--- config.mk ---
export PLATFORM = sky130hd
export DESIGN_NAME = adc_frame_ctrl
export DESIGN_NICKNAME = d
export VERILOG_FILES = /design/src/rtl/adc_frame_pkg.sv /design/src/rtl/adc_cfg_check.sv /design/src/rtl/adc_shift_in.sv /design/src/rtl/adc_frame_ctrl.sv
export SDC_FILE = /design/constraint.sdc
export NUM_CORES = 1
export LEC_CHECK = 0
export ABC_AREA = 1
export BUFFER_PORTS_ARGS = -buffer_cell sky130_fd_sc_hd__buf_2
export CAP_MARGIN = 10
export CORE_MARGIN = 1.5
export CORE_UTILIZATION = 40
export DETAILED_ROUTE_END_ITERATION = 12
export HOLD_SLACK_MARGIN = 0.1
export PLACE_DENSITY = 0.56
export SYNTH_ARGS = -nofsm -noshare
export SYNTH_HDL_FRONTEND = slang
export SYNTH_SLANG_ARGS = --single-unit
--- constraint.sdc ---
create_clock -name clk_i -period 12.25 [get_ports clk_i]
set_clock_uncertainty 0.15 [all_clocks]
set_input_delay 1.225 -clock clk_i [delete_from_list [all_inputs] [get_ports clk_i]]
set_output_delay 1.225 -clock clk_i [all_outputs]
set_load 0.01 [all_outputs]
--- src/rtl/adc_frame_pkg.sv ---
package adc_frame_pkg;
    typedef enum logic [2:0] {
        ST_IDLE,
        ST_SETUP,
        ST_SHIFT,
        ST_RELEASE,
        ST_QUIET
    } frame_state_e;
endpackage

--- src/rtl/adc_cfg_check.sv ---
module adc_cfg_check #(
    parameter int DIV_W       = 8,
    parameter int PER_W       = 16,
    parameter int NBITS       = 16,
    parameter int SETUP_CYC   = 3,
    parameter int RELEASE_CYC = 2,
    parameter int QUIET_MIN   = 1,
    parameter int PWR_MIN_CYC = 32
) (
    input  logic [DIV_W-1:0] half_i,
    input  logic [PER_W-1:0] period_i,
    output logic             err_o
);
    localparam int CW = PER_W + DIV_W + 8;

    logic [CW-1:0] half_w;
    logic [CW-1:0] pwr_win;
    logic [CW-1:0] frame_min;

    always_comb begin
        half_w    = CW'(half_i);
        // setup delay plus two full clock periods before the hold edge
        pwr_win   = CW'(SETUP_CYC) + (half_w << 2);
        // cycles with select low, plus the quiet gap that must follow
        frame_min = CW'(SETUP_CYC) + CW'(2 * NBITS - 1) * half_w
                  + CW'(RELEASE_CYC) + CW'(QUIET_MIN);
        err_o     = (half_i == '0)
                  | (pwr_win < CW'(PWR_MIN_CYC))
                  | (CW'(period_i) < frame_min);
    end
endmodule

--- src/rtl/adc_shift_in.sv ---
module adc_shift_in #(
    parameter int NBITS = 16
) (
    input  logic             clk_i,
    input  logic             rst_ni,
    input  logic             shift_i,
    input  logic             last_i,
    input  logic             bit_i,
    output logic [NBITS-1:0] sample_o,
    output logic             vld_o
);
    logic [NBITS-1:0] sr_d, sr_q, res_d, res_q;
    logic             vld_d, vld_q;

    always_comb begin
        sr_d  = sr_q;
        res_d = res_q;
        vld_d = 1'b0;
        if (shift_i) begin
            sr_d = {sr_q[NBITS-2:0], bit_i};
            if (last_i) begin
                res_d = {sr_q[NBITS-2:0], bit_i};
                vld_d = 1'b1;
            end
        end
    end

    always_ff @(posedge clk_i or negedge rst_ni) begin
        if (!rst_ni) begin
            sr_q  <= '0;
            res_q <= '0;
            vld_q <= 1'b0;
        end else begin
            sr_q  <= sr_d;
            res_q <= res_d;
            vld_q <= vld_d;
        end
    end

    assign sample_o = res_q;
    assign vld_o    = vld_q;
endmodule

--- src/rtl/adc_frame_ctrl.sv ---
module adc_frame_ctrl
    import adc_frame_pkg::*;
#(
    parameter int DIV_W       = 8,
    parameter int PER_W       = 16,
    parameter int NBITS       = 16,
    parameter int SETUP_CYC   = 3,
    parameter int RELEASE_CYC = 2,
    parameter int QUIET_MIN   = 1,
    parameter int PWR_MIN_CYC = 32
) (
    input  logic             clk_i,
    input  logic             rst_ni,
    input  logic             start_i,
    input  logic             run_i,
    input  logic [DIV_W-1:0] half_div_i,
    input  logic [PER_W-1:0] period_i,
    input  logic             sdata_i,
    output logic             cs_n_o,
    output logic             sclk_o,
    output logic [NBITS-1:0] sample_o,
    output logic             sample_vld_o,
    output logic             busy_o,
    output logic             cfg_err_o
);
    localparam int BIT_W = $clog2(NBITS);

    typedef struct packed {
        frame_state_e     st;
        logic [DIV_W-1:0] cnt;
        logic [BIT_W-1:0] bits;
        logic [PER_W-1:0] pc;
        logic [DIV_W-1:0] half;
        logic [PER_W-1:0] per;
        logic             cs_n;
        logic             sclk;
    } ctrl_t;

    ctrl_t ctl_d, ctl_q;
    logic  go;
    logic  shift_en;
    logic  last_bit;

    adc_cfg_check #(
        .DIV_W(DIV_W), .PER_W(PER_W), .NBITS(NBITS),
        .SETUP_CYC(SETUP_CYC), .RELEASE_CYC(RELEASE_CYC),
        .QUIET_MIN(QUIET_MIN), .PWR_MIN_CYC(PWR_MIN_CYC)
    ) cfg_i (
        .half_i  (half_div_i),
        .period_i(period_i),
        .err_o   (cfg_err_o)
    );

    adc_shift_in #(.NBITS(NBITS)) shf_i (
        .clk_i   (clk_i),
        .rst_ni  (rst_ni),
        .shift_i (shift_en),
        .last_i  (last_bit),
        .bit_i   (sdata_i),
        .sample_o(sample_o),
        .vld_o   (sample_vld_o)
    );

    always_comb begin
        ctl_d    = ctl_q;
        shift_en = 1'b0;
        last_bit = 1'b0;
        go       = (start_i | run_i) & ~cfg_err_o;
        if (ctl_q.st != ST_IDLE) begin
            ctl_d.pc = ctl_q.pc + PER_W'(1);
        end
        unique case (ctl_q.st)
            ST_IDLE: begin
                ctl_d.cs_n = 1'b1;
                ctl_d.sclk = 1'b1;
                if (go) begin
                    ctl_d.st   = ST_SETUP;
                    ctl_d.cs_n = 1'b0;
                    ctl_d.cnt  = '0;
                    ctl_d.pc   = '0;
                    ctl_d.half = half_div_i;
                    ctl_d.per  = period_i;
                end
            end
            ST_SETUP: begin
                if (ctl_q.cnt == DIV_W'(SETUP_CYC - 1)) begin
                    ctl_d.st   = ST_SHIFT;
                    ctl_d.sclk = 1'b0;
                    ctl_d.cnt  = '0;
                    ctl_d.bits = '0;
                end else begin
                    ctl_d.cnt = ctl_q.cnt + DIV_W'(1);
                end
            end
            ST_SHIFT: begin
                if (ctl_q.cnt == ctl_q.half - DIV_W'(1)) begin
                    ctl_d.cnt  = '0;
                    ctl_d.sclk = ~ctl_q.sclk;
                    if (!ctl_q.sclk) begin
                        shift_en = 1'b1;
                        if (ctl_q.bits == BIT_W'(NBITS - 1)) begin
                            last_bit = 1'b1;
                            ctl_d.st = ST_RELEASE;
                        end else begin
                            ctl_d.bits = ctl_q.bits + BIT_W'(1);
                        end
                    end
                end else begin
                    ctl_d.cnt = ctl_q.cnt + DIV_W'(1);
                end
            end
            ST_RELEASE: begin
                if (ctl_q.cnt == DIV_W'(RELEASE_CYC - 1)) begin
                    ctl_d.st   = ST_QUIET;
                    ctl_d.cs_n = 1'b1;
                    ctl_d.cnt  = '0;
                end else begin
                    ctl_d.cnt = ctl_q.cnt + DIV_W'(1);
                end
            end
            ST_QUIET: begin
                if (ctl_q.pc == ctl_q.per - PER_W'(1)) begin
                    if (go) begin
                        ctl_d.st   = ST_SETUP;
                        ctl_d.cs_n = 1'b0;
                        ctl_d.cnt  = '0;
                        ctl_d.pc   = '0;
                        ctl_d.half = half_div_i;
                        ctl_d.per  = period_i;
                    end else begin
                        ctl_d.st = ST_IDLE;
                    end
                end
            end
            default: ctl_d.st = ST_IDLE;
        endcase
    end

    always_ff @(posedge clk_i or negedge rst_ni) begin
        if (!rst_ni) begin
            ctl_q      <= '0;
            ctl_q.st   <= ST_IDLE;
            ctl_q.cs_n <= 1'b1;
            ctl_q.sclk <= 1'b1;
        end else begin
            ctl_q <= ctl_d;
        end
    end

    assign cs_n_o = ctl_q.cs_n;
    assign sclk_o = ctl_q.sclk;
    assign busy_o = (ctl_q.st != ST_IDLE);
endmodule

Word level (Yosys, flattened, before mapping)
Index checks and enable logic that the tools add are counted.
{"block": "word_totals", "register_bits": 89, "input_bits": 29, "out_inout_bits": 21}
{"block": "classes", "n_addsub": 9, "mul": 1, "order_cmp": 2, "n_eq_ne": 18, "mux": 38, "bitwise_logic": 6, "reduce_logical": 15}
{"operator": "41-bit 2-to-1 mux", "n": 3}
{"operator": "40-bit case mux with 2 select lines", "n": 1}
{"operator": "8-bit case mux with 5 select lines", "n": 1}
{"operator": "32-bit by 1-bit adder with 32-bit output, second input constant", "n": 1}
{"operator": "32-bit by 2-bit adder with 32-bit output, second input constant", "n": 1}
{"operator": "16-bit by 32-bit < comparator with 1-bit output", "n": 1}
{"operator": "32-bit by 6-bit < comparator with 1-bit output, second input constant", "n": 1}
{"operator": "8-bit 2-to-1 mux", "n": 4}
{"operator": "11-bit 2-to-1 mux", "n": 2}
{"operator": "2-bit inequality test, second input constant", "n": 9}
{"operator": "16-bit by 1-bit adder with 16-bit output, second input constant", "n": 1}
{"operator": "16-bit equality test", "n": 1}
{"operator": "16-bit 2-to-1 mux", "n": 1}
{"operator": "4-bit 2-to-1 mux", "n": 4}
{"operator": "16-bit by 1-bit subtractor with 16-bit output, second input constant", "n": 1}
{"operator": "3-bit 2-to-1 mux", "n": 5}
{"operator": "3-bit case mux with 5 select lines", "n": 1}
{"operator": "2-bit by 13-bit adder with 14-bit output, first input constant", "n": 1}
{"operator": "5-bit by 8-bit multiplier with 13-bit output, first input constant", "n": 1}
{"operator": "1-bit 2-to-1 mux", "n": 13}
{"operator": "4-bit AND reduction", "n": 3}
{"operator": "2-bit by 10-bit adder with 11-bit output, first input constant", "n": 1}
{"operator": "3-bit nonzero test", "n": 3}
{"operator": "8-bit by 1-bit adder with 8-bit output, second input constant", "n": 1}
{"operator": "other kinds (22)", "n": 28}

Longest topological paths before layout
Gate-level depths: netlist of the first run.
{"block": "logic_depth", "depth_word": 11, "depth_mapped": 33}

Cells and area by module
A second synthesis of the first run with hierarchy kept.
{"block": "hier_totals", "cells_unflattened": 889, "area_unflattened_um2": 6672.6}
{"module": "adc_frame_ctrl", "instances": 1, "cells_per_inst": 551, "area_each_um2": 3837.4}
{"module": "adc_cfg_check", "instances": 1, "cells_per_inst": 203, "area_each_um2": 1562.7}
{"module": "adc_shift_in", "instances": 1, "cells_per_inst": 135, "area_each_um2": 1272.5}

Worst setup path before layout of the first run
Ideal clock, no wire load.
{"block": "synth_timing", "kind": "input-to-output", "from": "in half_div_i[1]", "to": "out cfg_err_o", "arrival_time_ps": 5209, "slack_ps": 5666, "path_stages": 24, "path_buffers": 0, "path_cell_list": "inv_1 fa_1 inv_1 fa_1 inv_1 fa_1 inv_1 ha_1 inv_1 o21ai_0 nand2_1 nand3_1 xor2_1 inv_1 nor2_1 nand3_1 nand2_1 nand2_1 ha_1 a21oi_1 o21ai_0 a21oi_1 nand2_1 nand2_1"}
{"block": "synth_via", "elab_chain_cells": 6, "elab_cells_between_ends": 10, "classes_between": "add/sub: 4; mul: 1; order compare: 2; bitwise: 2; reduce/logical: 1"}
{"element": "from (decl)", "line_no": "adc_frame_ctrl.sv:16", "text": "input logic [DIV_W-1:0] half_div_i,"}
{"element": "5-bit by 8-bit multiplier with 13-bit output", "line_no": "adc_cfg_check.sv:25", "text": "frame_min = CW'(SETUP_CYC) + CW'(2 * NBITS - 1) * half_w"}
{"element": "2-bit by 13-bit adder with 14-bit output", "line_no": "adc_cfg_check.sv:25"}
{"element": "32-bit by 2-bit adder with 32-bit output", "line_no": "adc_cfg_check.sv:26", "text": "+ CW'(RELEASE_CYC) + CW'(QUIET_MIN);"}
{"element": "32-bit by 1-bit adder with 32-bit output", "line_no": "adc_cfg_check.sv:26"}
{"element": "16-bit by 32-bit < comparator with 1-bit output", "line_no": "adc_cfg_check.sv:29", "text": "| (CW'(period_i) < frame_min);"}
{"element": "1-bit bitwise OR *", "line_no": "adc_cfg_check.sv:29"}
{"element": "to (decl)", "line_no": "adc_frame_ctrl.sv:24", "text": "output logic cfg_err_o"}
Every way passes the cells marked *; elsewhere a longest branch is shown, timed or not.

Worst setup path after layout of the first run
Same ends and word-level chain as after synthesis.

==> run_results.csv, run 1 <==
group,metric,value,unit
pwr,p_leak,0.00408,uW
global_routing,grt_max_degree,59,
global_routing,antenna_found_initial,0,
clocking,holdBufCountCts,0,
sta,finalCritPeriodShare,59.5,%
final_layout,fin_util,45.7,%
final_layout,layout-drive-gt1-share,11.1,%
floorplanning,core,16700,um2
global_routing,track_usage,17.1,%
final_layout,syn_to_final_growth,10.7,%
final_layout,fin_nets,1092,
floorplanning,die_x,134,um
sta,fin_setup_tns,0,ns
clocking,post_cts_buffers,0,
logic_synthesis,yosysTopAreaCellShare,31.6,%
critical_path,r2r-start,"ctl_q[18]",
logic_synthesis,syn-num-nets,1043,
clocking,cts_tree,"built",
logic_synthesis,yosysTopAreaCell,"dfrtp_1",
floorplanning,dieArea,18000,um2
sta,fmax,0.137,GHz
clocking,clk_latency,0.35,ns
worst_hold_path,hold_end,"cs_n_o",
drt,final_antenna_net_count,0,
critical_path,cp_max_fo,5,
final_layout,diodes,0,
logic_synthesis,seq_area_frac_synth,32.3,%
pwr,power,1560,uW
critical_path,crit_path_start_kind,"input port",
global_routing,grt_use_met3,2.38,%
logic_synthesis,synthFlopType,"dfrtp_1",
placed_design,dp_hpwl,11.4,mm
clocking,cts.htree.levels,3,
clocking,clk_pin_slew,0.07,ns
global_routing,grt_pass1_vias,5488,
global_routing,grt_pass1_wl,25.2,mm
global_routing,grt_use_met2,29.5,%
critical_path,reg2reg_slack,9.13,ns
drt,drtPass1Iterations,5,
clocking,cts-root-to-sink-buffers,2,
clocking,cts_buffers,9,
global_routing,globalRoute.busiestLayer,"met2",
sta,finalMaxSlewViolations,0,
clocking,ctsResizeCount,0,
sta,whs,0.317,ns
sta,setup_viol,0,
logic_synthesis,synth_warnings,0,
drt,drt_wl_total,14.4,mm
status,outcome,"completed",
global_routing,use_met1,22.5,%
worst_hold_path,min_path_cells,2,
pwr,power_density,205,nW/um2
placed_design,port_buffers,49,
logic_synthesis,avgSynthCellArea,7.27,um2
drt,drtIter0Drc,279,
sta,post-route-min-period,7.28,ns
worst_hold_path,hp-start,"cs_n_o",
critical_path,criticalPathCategory,"in -> out",
floorplanning,ios,50,
sta,tightest_slew,1.02,ns
drt,post_drt_wl_per_cell,11.8,um
drt,via_per_inst,4.68,
logic_synthesis,postSynth.asyncResetShare,100,%
logic_synthesis,synth_common_cells,"309 x nand2_1, 147 x inv_1, 87 x dfrtp_1",
final_layout,fill_cells,1735,
logic_synthesis,synth_cells,948,
floorplanning,die_h,134,um
logic_synthesis,synth_seq_cells,89,
sta,relSlewSlack,32.1,%
logic_synthesis,synth_area_leaders,"dfrtp_1 32%, nand2_1 17%, ha_1 8.7%, inv_1 8.0%, fa_1 5.2%",
drt,vias,5715,
global_routing,grt-ovfl-total,0,
drt,drc,0,
worst_hold_path,min_path_type,"reg -> reg",
clocking,root_buffer,"clkbuf_16",
logic_synthesis,yosysMostFrequentCell,"nand2_1",
critical_path,worstPathArrival,5.91,ns
run,maxCapViolCount,0,
sta,rsz0062_at_grt,"false",
logic_synthesis,synth_edf_count,0,
critical_path,worst-r2r-cell-count,13,
placed_design,gp_congestion,0.896,
clocking,cts_num_sinks,89,
critical_path,crit_required,10.88,ns
logic_synthesis,synth_area,6890,um2
floorplanning,initial_utilization,41.3,%
sta,finalHoldViolCount,0,
pwr,peakVddDrop,0.0000844,V
floorplanning,rows,47,
logic_synthesis,synth_cell_types,37,
critical_path,crit_path_end_kind,"output pin",
critical_path,worstReg2RegEnd,"shf_i.sample_o[11]",
## critical path, cell delays in order
cell     delay [ns]
buf_2          0.15
inv_1          0.13
fa_1           0.55
inv_1          0.05
fa_1           0.49
inv_1          0.05
fa_1           0.49
inv_1          0.04
ha_1           0.30
inv_1          0.06
o21ai_0        0.22
nand2_1        0.11
nand3_1        0.13
xor2_1         0.27
inv_1          0.13
nor2_1         0.21
nand3_1        0.10
nand2_1        0.08
nand2_1        0.06
ha_1           0.29
a21oi_1        0.14
o21ai_0        0.09
a21oi_1        0.14
nand2_1        0.14
nand2_1        0.12
buf_2          0.14
## metrics by stage
stage	area, um2	worst slack [ns]	std cells
2_1_floorplan	6890	5.67	948
3_3_place_gp	7330	5.00	1206
3_5_place_dp	7330	4.92	1206
4_1_cts	7630	4.92	1222
5_1_grt	7630	4.47	1222
6_report	7630	4.97	1222
## layout by cell type, fill, tap and decap left out, types with 2 or more instances in the layout
cell and instances:
clkbuf_16 9, nand4_1 15, buf_2 48, xnor2_1 15
ha_1 48, o21ai_2 8, xor2_1 24, nor3_2 2
o21ai_0 39, dfstp_2 2, nand3_1 57, nor3_1 8
xor2_2 2, buf_4 3, nor2_1 73, nand2_1 309
clkinvlp_4 2, a21oi_1 20, fa_1 18, nand3_2 2
or2_2 6, inv_8 3, o21a_1 16, nor2_4 3
inv_1 147, nand3b_1 8, nand2_2 6, dfrtp_1 87
o21ai_1 2, nor2_2 10
## sequential cells by signal, indices dropped and copies added, names as in the netlist
name and cells:
shf_i.sr_q 15, shf_i.sample_o 16, ctl_q 55, sclk_o 1, cs_n_o 1, shf_i.vld_o 1
## cell families after synthesis
family / count (synthesis) / share of synthesized area [%]
DFF: 89 / 32.3
xor gates and xnor gates: 41 / 5.43
buffers and inverters: 162 / 9.56
and+or+nand+nor: 501 / 31.1
adders and majority gates: 66 / 13.9
AOI/OAI and AO/OA: 89 / 7.66
## layout make-up
| class | instances | area, um2 | area share, % |
|---|---|---|---|
| Clock buffer | 9 | 225 | 2.95 |
| Timing Repair Buffer | 51 | 263 | 3.44 |
| Multi-Input combinational cell | 697 | 4010 | 52.5 |
| Tap cell | 220 | 275 | 3.61 |
| Sequential cell | 89 | 2230 | 29.2 |
| Clock inverter | 7 | 73.8 | 0.967 |
| Inverter | 149 | 562 | 7.36 |
## power by group
part / switching, uW / internal (uW)
sequential: 73.4 / 360
clock: 135 / 144
combinational: 547 / 304
## worst max-delay path by stage
stage / cells past startpoint / to / from
after floorplan: 24 / cfg_err_o / half_div_i[1]
after global routing: 26 / cfg_err_o / half_div_i[1]
after CTS: 26 / cfg_err_o / half_div_i[1]
after global placement: 26 / cfg_err_o / half_div_i[1]
final: 26 / cfg_err_o / half_div_i[1]
after detailed placement: 26 / cfg_err_o / half_div_i[1]
## metal layers
| metal | up-vias | routed length (um) |
|---|---|---|
| li1 | 3046 | - |
| met1 | 2607 | 7250 |
| met2 | 50 | 6770 |
| met3 | 12 | 261 |
| met4 | 0 | 159 |
| met5 | - | 0 |
(Power assumes the default switching activity.)
==> inputs of run 2 (changes only) <==
ABC_AREA = 0   (was 1)
PLACE_DENSITY = 0.58   (was 0.56)
clock period = 6.1 ns   (was 12.25 ns; I/O delays follow)
==> run_results.csv, run 2 <==
group,metric,value,unit
logic_synthesis,synth_cell_types,66,
status,outcome,"finished with violations",
global_routing,grt_pass1_wl,21.0,mm
clocking,cts.htree.levels,3,
floorplanning,rows,45,
logic_synthesis,avgSynthCellArea,10.2,um2
final_layout,syn_to_final_growth,24.0,%
final_layout,regMostFlops,"ctl_q",
critical_path,crit_required,5.34,ns
run,maxCapViolCount,0,
logic_synthesis,yosysTopAreaCellShare,34.9,%
logic_synthesis,synth_seq_cells,89,
floorplanning,die_x,128,um
sta,fmax,0.162,GHz
logic_synthesis,synth_common_cells,"87 x dfrtp_1, 54 x inv_1, 50 x mux2_2",
placed_design,gp_congestion,0.810,
drt,via_per_inst,5.20,
critical_path,crit_path_end_kind,"output pin",
placed_design,dp_hpwl,9.71,mm
final_layout,instances_no_fill,908,
clocking,cts_tree,"built",
critical_path,cpPeakStageDelay,0.52,ns
clocking,cts_buffers,9,
sta,finalCritPeriodShare,101,%
logic_synthesis,seq_area_frac_synth,35.8,%
floorplanning,core,15200,um2
global_routing,track_usage,16.0,%
final_layout,most-common-layout-cells,"87 x dfrtp_1, 51 x buf_4, 48 x inv_1",
logic_synthesis,synth_area,6230,um2
critical_path,crit_path_start_kind,"input port",
floorplanning,initial_utilization,41.0,%
clocking,root_buffer,"clkbuf_16",
clocking,clk_pin_slew,0.07,ns
clocking,cts-root-to-sink-buffers,2,
logic_synthesis,synth_cells,609,
placed_design,numPlacedInstances,875,
critical_path,critical_path.cell_chain,"buf_8 > buf_6 > fa_1 > fa_1 > inv_1 > fa_1 > inv_2 > ha_4 > nand2_2 > or3_4 > a211oi_4 > buf_4 > nand4_1 > nand2_1 > xnor2_1 > nand4b_1 > xnor2_1 > ha_1 > a21o_1 > a211o_1 > a311oi_2 > a211o_1 > buf_6",
floorplanning,dieArea,16300,um2
placed_design,placed_cell_area,6960,um2
pwr,peakVddDrop,0.000191,V
drt,drtIter0Drc,225,
sta,whs,0.331,ns
sta,post-route-min-period,6.16,ns
critical_path,critPathTopFamily,"adder cells",
final_layout,design_area,7730,um2
final_layout,largest_register_ffs,55,
pwr,p_leak,0.00371,uW
drt,final_antenna_net_count,0,
global_routing,grt_pass1_vias,4419,
logic_synthesis,yosysMostFrequentCell,"dfrtp_1",
global_routing,grt_max_degree,71,
pwr,power_density,423,nW/um2
drt,post_drt_wl_per_cell,14.4,um
drt,drc,0,
critical_path,path_buf_inv,6,
logic_synthesis,synthFlopType,"dfrtp_1",
drt,drt_wl_total,13.1,mm
logic_synthesis,syn-num-nets,704,
logic_synthesis,synth_area_leaders,"dfrtp_1 35%, ha_1 9.6%, mux2_2 9.0%, fa_1 5.8%, xnor2_1 4.9%",
placed_design,port_buffers,49,
final_layout,layout-drive-gt1-share,31.8,%
sta,tightest_slew,1.12,ns
clocking,cts_num_sinks,89,
placed_design,dp_slack,-0.502,ns
sta,finalHoldViolCount,0,
worst_hold_path,min_path_type,"reg -> reg",
global_routing,grt-ovfl-total,0,
logic_synthesis,synth_edf_count,0,
status,violations,"negative setup slack",
global_routing,antenna_found_initial,0,
critical_path,criticalPathCategory,"in -> out",
sta,setup_viol,1,
logic_synthesis,yosysTopAreaCell,"dfrtp_1",
critical_path,cp_max_fo,3,
drt,drtPass1Iterations,4,
drt,vias,4721,
clocking,clk_latency,0.35,ns
critical_path,cpMaxStageDelayCell,"fa_1",
logic_synthesis,synth_warnings,0,
sta,rsz0062_at_grt,"true",
sta,finalMaxSlewViolations,0,
sta,relSlewSlack,24.7,%
floorplanning,die_h,128,um
sta,worst_slack,-0.0623,ns
critical_path,worstPathArrival,5.40,ns
critical_path,crit_top_cell,"fa_1",
final_layout,fin_util,50.8,%
final_layout,diodes,0,
floorplanning,ios,50,
final_layout,final_common_cell,"dfrtp_1",
final_layout,fin_nets,810,
logic_synthesis,postSynth.asyncResetShare,100,%
==> run 2: changes by cell type in the layout (fill, tap and decap cells not counted), moves of 8 or more <==
cell / previous run / this run
o21ai_2: 8 / 0
mux2_4: 0 / 15
buf_4: 3 / 51
xnor2_1: 15 / 32
nand2_1: 309 / 25
nor2_1: 73 / 43
nand3b_1: 8 / 0
mux2_2: 0 / 35
nand3_1: 57 / 16
inv_1: 147 / 48
o21a_1: 16 / 0
o21ai_0: 39 / 19
==> run 2: worst paths after layout <==
kind | slack, ns | startpoint | cells after the start | end
setup / recovery | -0.06 | half_div_i[2] | 23 | cfg_err_o
min in group asynchronous | 0.54 | rst_ni | 2 | ctl_q[41]
max in group asynchronous | 4.10 | rst_ni | 3 | ctl_q[48]
setup reg to reg | 2.28 | ctl_q[2] | 11 | ctl_q[22]
hold reg to reg | 0.33 | shf_i.sample_o[14] | 1 | shf_i.sample_o[14]
hold / removal | 0.33 | shf_i.sample_o[14] | 1 | shf_i.sample_o[14]
==> run 2: worst register-to-register path: cells and delay by family (launching register included) <==
kind,cells,cell delay (ns)
flops,1,0.43
buf+inv,2,0.28
compound gates,1,0.37
mux,1,0.30
fa+ha+maj,1,0.21
xor+xnor,1,0.12
simple gates,5,1.85
==> run 2: layout make-up <==
type / count / area, um2
Timing Repair Buffer: 109 / 796
Tap cell: 188 / 235
Fill cell: 1385 / 7470
Sequential cell: 89 / 2230
Clock buffer: 9 / 225
Inverter: 54 / 205
Clock inverter: 7 / 58.8
Multi-Input combinational cell: 452 / 3980
==> run 2: power breakdown <==
group	leakage [uW]	internal [uW]	switching, uW	total [uW]
clock network	0.000139	284	248	533
logic	0.00240	963	865	1830
registers	0.00117	721	185	906
total	0.00371	1970	1300	3270
==> run 2: kinds of logic (layout without fill, tap and decap cells) <==
group	Yosys count	count (layout)	synth area share, %
compound gates	91	91	9.88
buf+inv	70	179	4.80
mux	56	56	10.0
flops	89	89	35.8
simple gates	170	172	14.7
fa+ha+maj	66	66	15.4
xor+xnor	67	67	9.41
==> run 2: metrics by stage <==
stage	total power (uW)	TNS, ns
after global placement	2390	-13.23
after global routing	3530	-3.26
after floorplan	2000	0
after detailed placement	2430	-21.44
after CTS	3030	-0.0968
final	3270	-0.0623
==> run 2: per-layer routing <==
metal	part of all wire (%)	wire length (um)	vias up	GRT usage, %
li1	-	-	2345	-
met1	48	6320	2305	21.6
met2	48	6290	56	26.0
met3	1.6	208	15	2.05
met4	2.1	269	0	6.94
met5	0	0	-	0
==> run 2: timing repair <==
action	CTS	global route
endpoints found under the hold margin	19	0
setup buffers	3	10
resized for setup	9	66
pin swaps	10	16
setup endpoints to repair	40	51
hold buffers	1	0
cloned	1	2
==> inputs of run 3 (changes only) <==
SYNTH_HIERARCHICAL = 1   (was not set)
==> run_results.csv, run 3 <==
group,metric,value,unit
run,maxCapViolCount,0,
logic_synthesis,syn-num-nets,703,
drt,via_per_inst,5.17,
logic_synthesis,yosysMostFrequentCell,"dfrtp_1",
placed_design,dp_slack,-0.372,ns
floorplanning,die_h,129,um
critical_path,critical_path.cell_chain,"buf_6 > clkinvlp_4 > fa_1 > fa_1 > fa_1 > inv_2 > fa_2 > a21o_1 > a21oi_2 > o21ai_2 > a221o_1 > xnor2_1 > ha_1 > nand4_1 > nor2_1 > o21ai_0 > a31o_2 > o21bai_4 > nor3_4 > o211ai_1 > or3b_4 > a2bb2oi_4 > or3_1 > a21oi_2",
logic_synthesis,avgSynthCellArea,10.5,um2
final_layout,syn_to_final_growth,16.6,%
clocking,cts_buffers,9,
placed_design,placed_cell_area,7050,um2
critical_path,worstPathArrival,6.05,ns
logic_synthesis,synth_seq_cells,89,
final_layout,layout-drive-gt1-share,27.1,%
sta,tightest_slew,0.721,ns
clocking,clk_latency,0.34,ns
drt,post_drt_wl_per_cell,14.5,um
critical_path,cpMaxStageDelayCell,"fa_1",
floorplanning,core,15400,um2
clocking,cts_tree,"built",
logic_synthesis,yosysTopAreaCell,"dfrtp_1",
critical_path,cp_max_fo,6,
drt,final_antenna_net_count,0,
pwr,power_density,232,nW/um2
logic_synthesis,synthFlopType,"dfrtp_1",
placed_design,dp_hpwl,10.3,mm
logic_synthesis,synth_area_leaders,"dfrtp_1 34%, ha_1 9.8%, mux2_4 6.8%, fa_1 5.6%, mux2_2 4.6%",
drt,vias,4641,
worst_hold_path,min_path_type,"reg -> reg",
critical_path,path_buf_inv,3,
logic_synthesis,synth_area,6380,um2
floorplanning,ios,50,
global_routing,grt_pass1_vias,4688,
logic_synthesis,seq_area_frac_synth,34.9,%
logic_synthesis,postSynth.asyncResetShare,100,%
final_layout,largest_register_ffs,55,
final_layout,fin_nets,778,
critical_path,crit_top_cell,"fa_1",
sta,post-route-min-period,5.94,ns
final_layout,most-common-layout-cells,"87 x dfrtp_1, 59 x inv_1, 46 x ha_1, 46 x buf_2, 38 x nor2_1",
final_layout,final_common_cell,"dfrtp_1",
clocking,cts_num_sinks,89,
logic_synthesis,synth_cell_types,69,
clocking,cts.htree.levels,3,
logic_synthesis,synth_cells,606,
drt,drc,0,
global_routing,grt-ovfl-total,0,
sta,setup_viol,0,
logic_synthesis,synth_common_cells,"87 x dfrtp_1, 65 x inv_1, 50 x ha_1",
sta,relSlewSlack,51.9,%
logic_synthesis,synth_warnings,6,
drt,drtIter0Drc,207,
sta,finalHoldViolCount,0,
floorplanning,rows,45,
critical_path,crit_path_end_kind,"flip-flop",
logic_synthesis,yosysTopAreaCellShare,34.1,%
pwr,power,1730,uW
logic_synthesis,synth_edf_count,0,
critical_path,criticalPathCategory,"in -> reg",
final_layout,design_area,7440,um2
clocking,cts-root-to-sink-buffers,2,
drt,drtPass1Iterations,4,
critical_path,crit_path_start_kind,"input port",
final_layout,diodes,0,
global_routing,track_usage,16.7,%
sta,finalMaxSlewViolations,0,
sta,finalCritPeriodShare,97.3,%
pwr,p_leak,0.00363,uW
floorplanning,die_x,129,um
drt,drt_wl_total,13.0,mm
critical_path,critPathTopFamily,"adder cells",
global_routing,grt_max_degree,59,
status,outcome,"completed",
sta,fmax,0.168,GHz
sta,rsz0062_at_grt,"true",
critical_path,cpPeakStageDelay,0.54,ns
floorplanning,dieArea,16700,um2
placed_design,port_buffers,49,
final_layout,regMostFlops,"ctl_q",
floorplanning,initial_utilization,41.5,%
clocking,clk_pin_slew,0.07,ns
critical_path,crit_required,6.22,ns
clocking,root_buffer,"clkbuf_16",
global_routing,grt_pass1_wl,22.3,mm
final_layout,fin_util,48.4,%
placed_design,gp_congestion,0.908,
pwr,peakVddDrop,0.000171,V
sta,worst_slack,0.164,ns
global_routing,antenna_found_initial,0,
## run 3: cell type report
cell class                      instances  area, um2
Fill cell                            1448       7930
Multi-Input combinational cell        434       3870
Sequential cell                        89       2230
Timing Repair Buffer                   82        536
Tap cell                              211        264
Inverter                               65        250
Clock buffer                            9        225
Clock inverter                          7       68.8
## run 3: cells by family (layout without fill, tap and decap cells)
group	Yosys count	in the layout	share of synthesized area [%]
AND/OR/NAND/NOR	155	155	13.2
AO/OA/AOI/OAI	96	96	10.1
flip-flops	89	89	34.9
buffers and inverters	83	163	6.27
adder cells (fa/ha/maj)	69	69	15.6
multiplexers	61	61	12.4
XOR/XNOR	53	53	7.49
## run 3: power breakdown
| group | internal (uW) | switching [uW] | total, uW |
|---|---|---|---|
| Clock | 289 | 257 | 546 |
| Combinational | 300 | 294 | 594 |
| Sequential | 590 | 0.150 | 590 |
| Total | 1180 | 551 | 1730 |
## run 3: path summary, 6_finish.rpt
check	depth (start not counted)	from	to	slack (ns)
worst min register to register	2	cs_n_o	cs_n_o	0.33
worst max-delay path	24	half_div_i[2]	ctl_q[50]	0.16
worst max register to register	8	ctl_q[5]	ctl_q[17]	2.57
worst min-delay path	2	cs_n_o	cs_n_o	0.33
max in group asynchronous	3	rst_ni	ctl_q[54]	4.14
min in group asynchronous	2	rst_ni	ctl_q[20]	0.60
## run 3: metal layers
layer  routed length (um)  vias to the layer above  global-route usage [%]
met2                 6300                       64                    28.0
met4                  110                        0                    4.89
met3                  356                        6                    2.68
li1                     -                     2263                       -
met5                    0                        -                       0
met1                 6240                     2308                    22.3
## run 3: worst register-to-register path: stages (launching register included)
cell and delay [ns]:
dfrtp_1 0.52, or4_4 0.64, or4_1 0.50, mux2i_1 0.18
or3_1 0.38, nor4_2 0.33, o21a_4 0.23, buf_12 0.16
mux2_2 0.34
## run 3: what timing repair did
item,4_1_cts,5_1_grt
resized for setup,1,22
buffers inserted,0,0
endpoints found under the hold margin,31,0
hold buffers,1,0
pin swaps,1,26
endpoints found under the setup margin,1,8
## run 3: per-stage QoR
step	std cells	TNS [ns]	hold slack (ns)
floorplan	606	0	0.164
global placement	880	-0.708	0.321
detailed placement	880	-2.42	0.325
CTS	897	0	0.336
global route	897	-0.276	0.344
finish	897	0	0.333
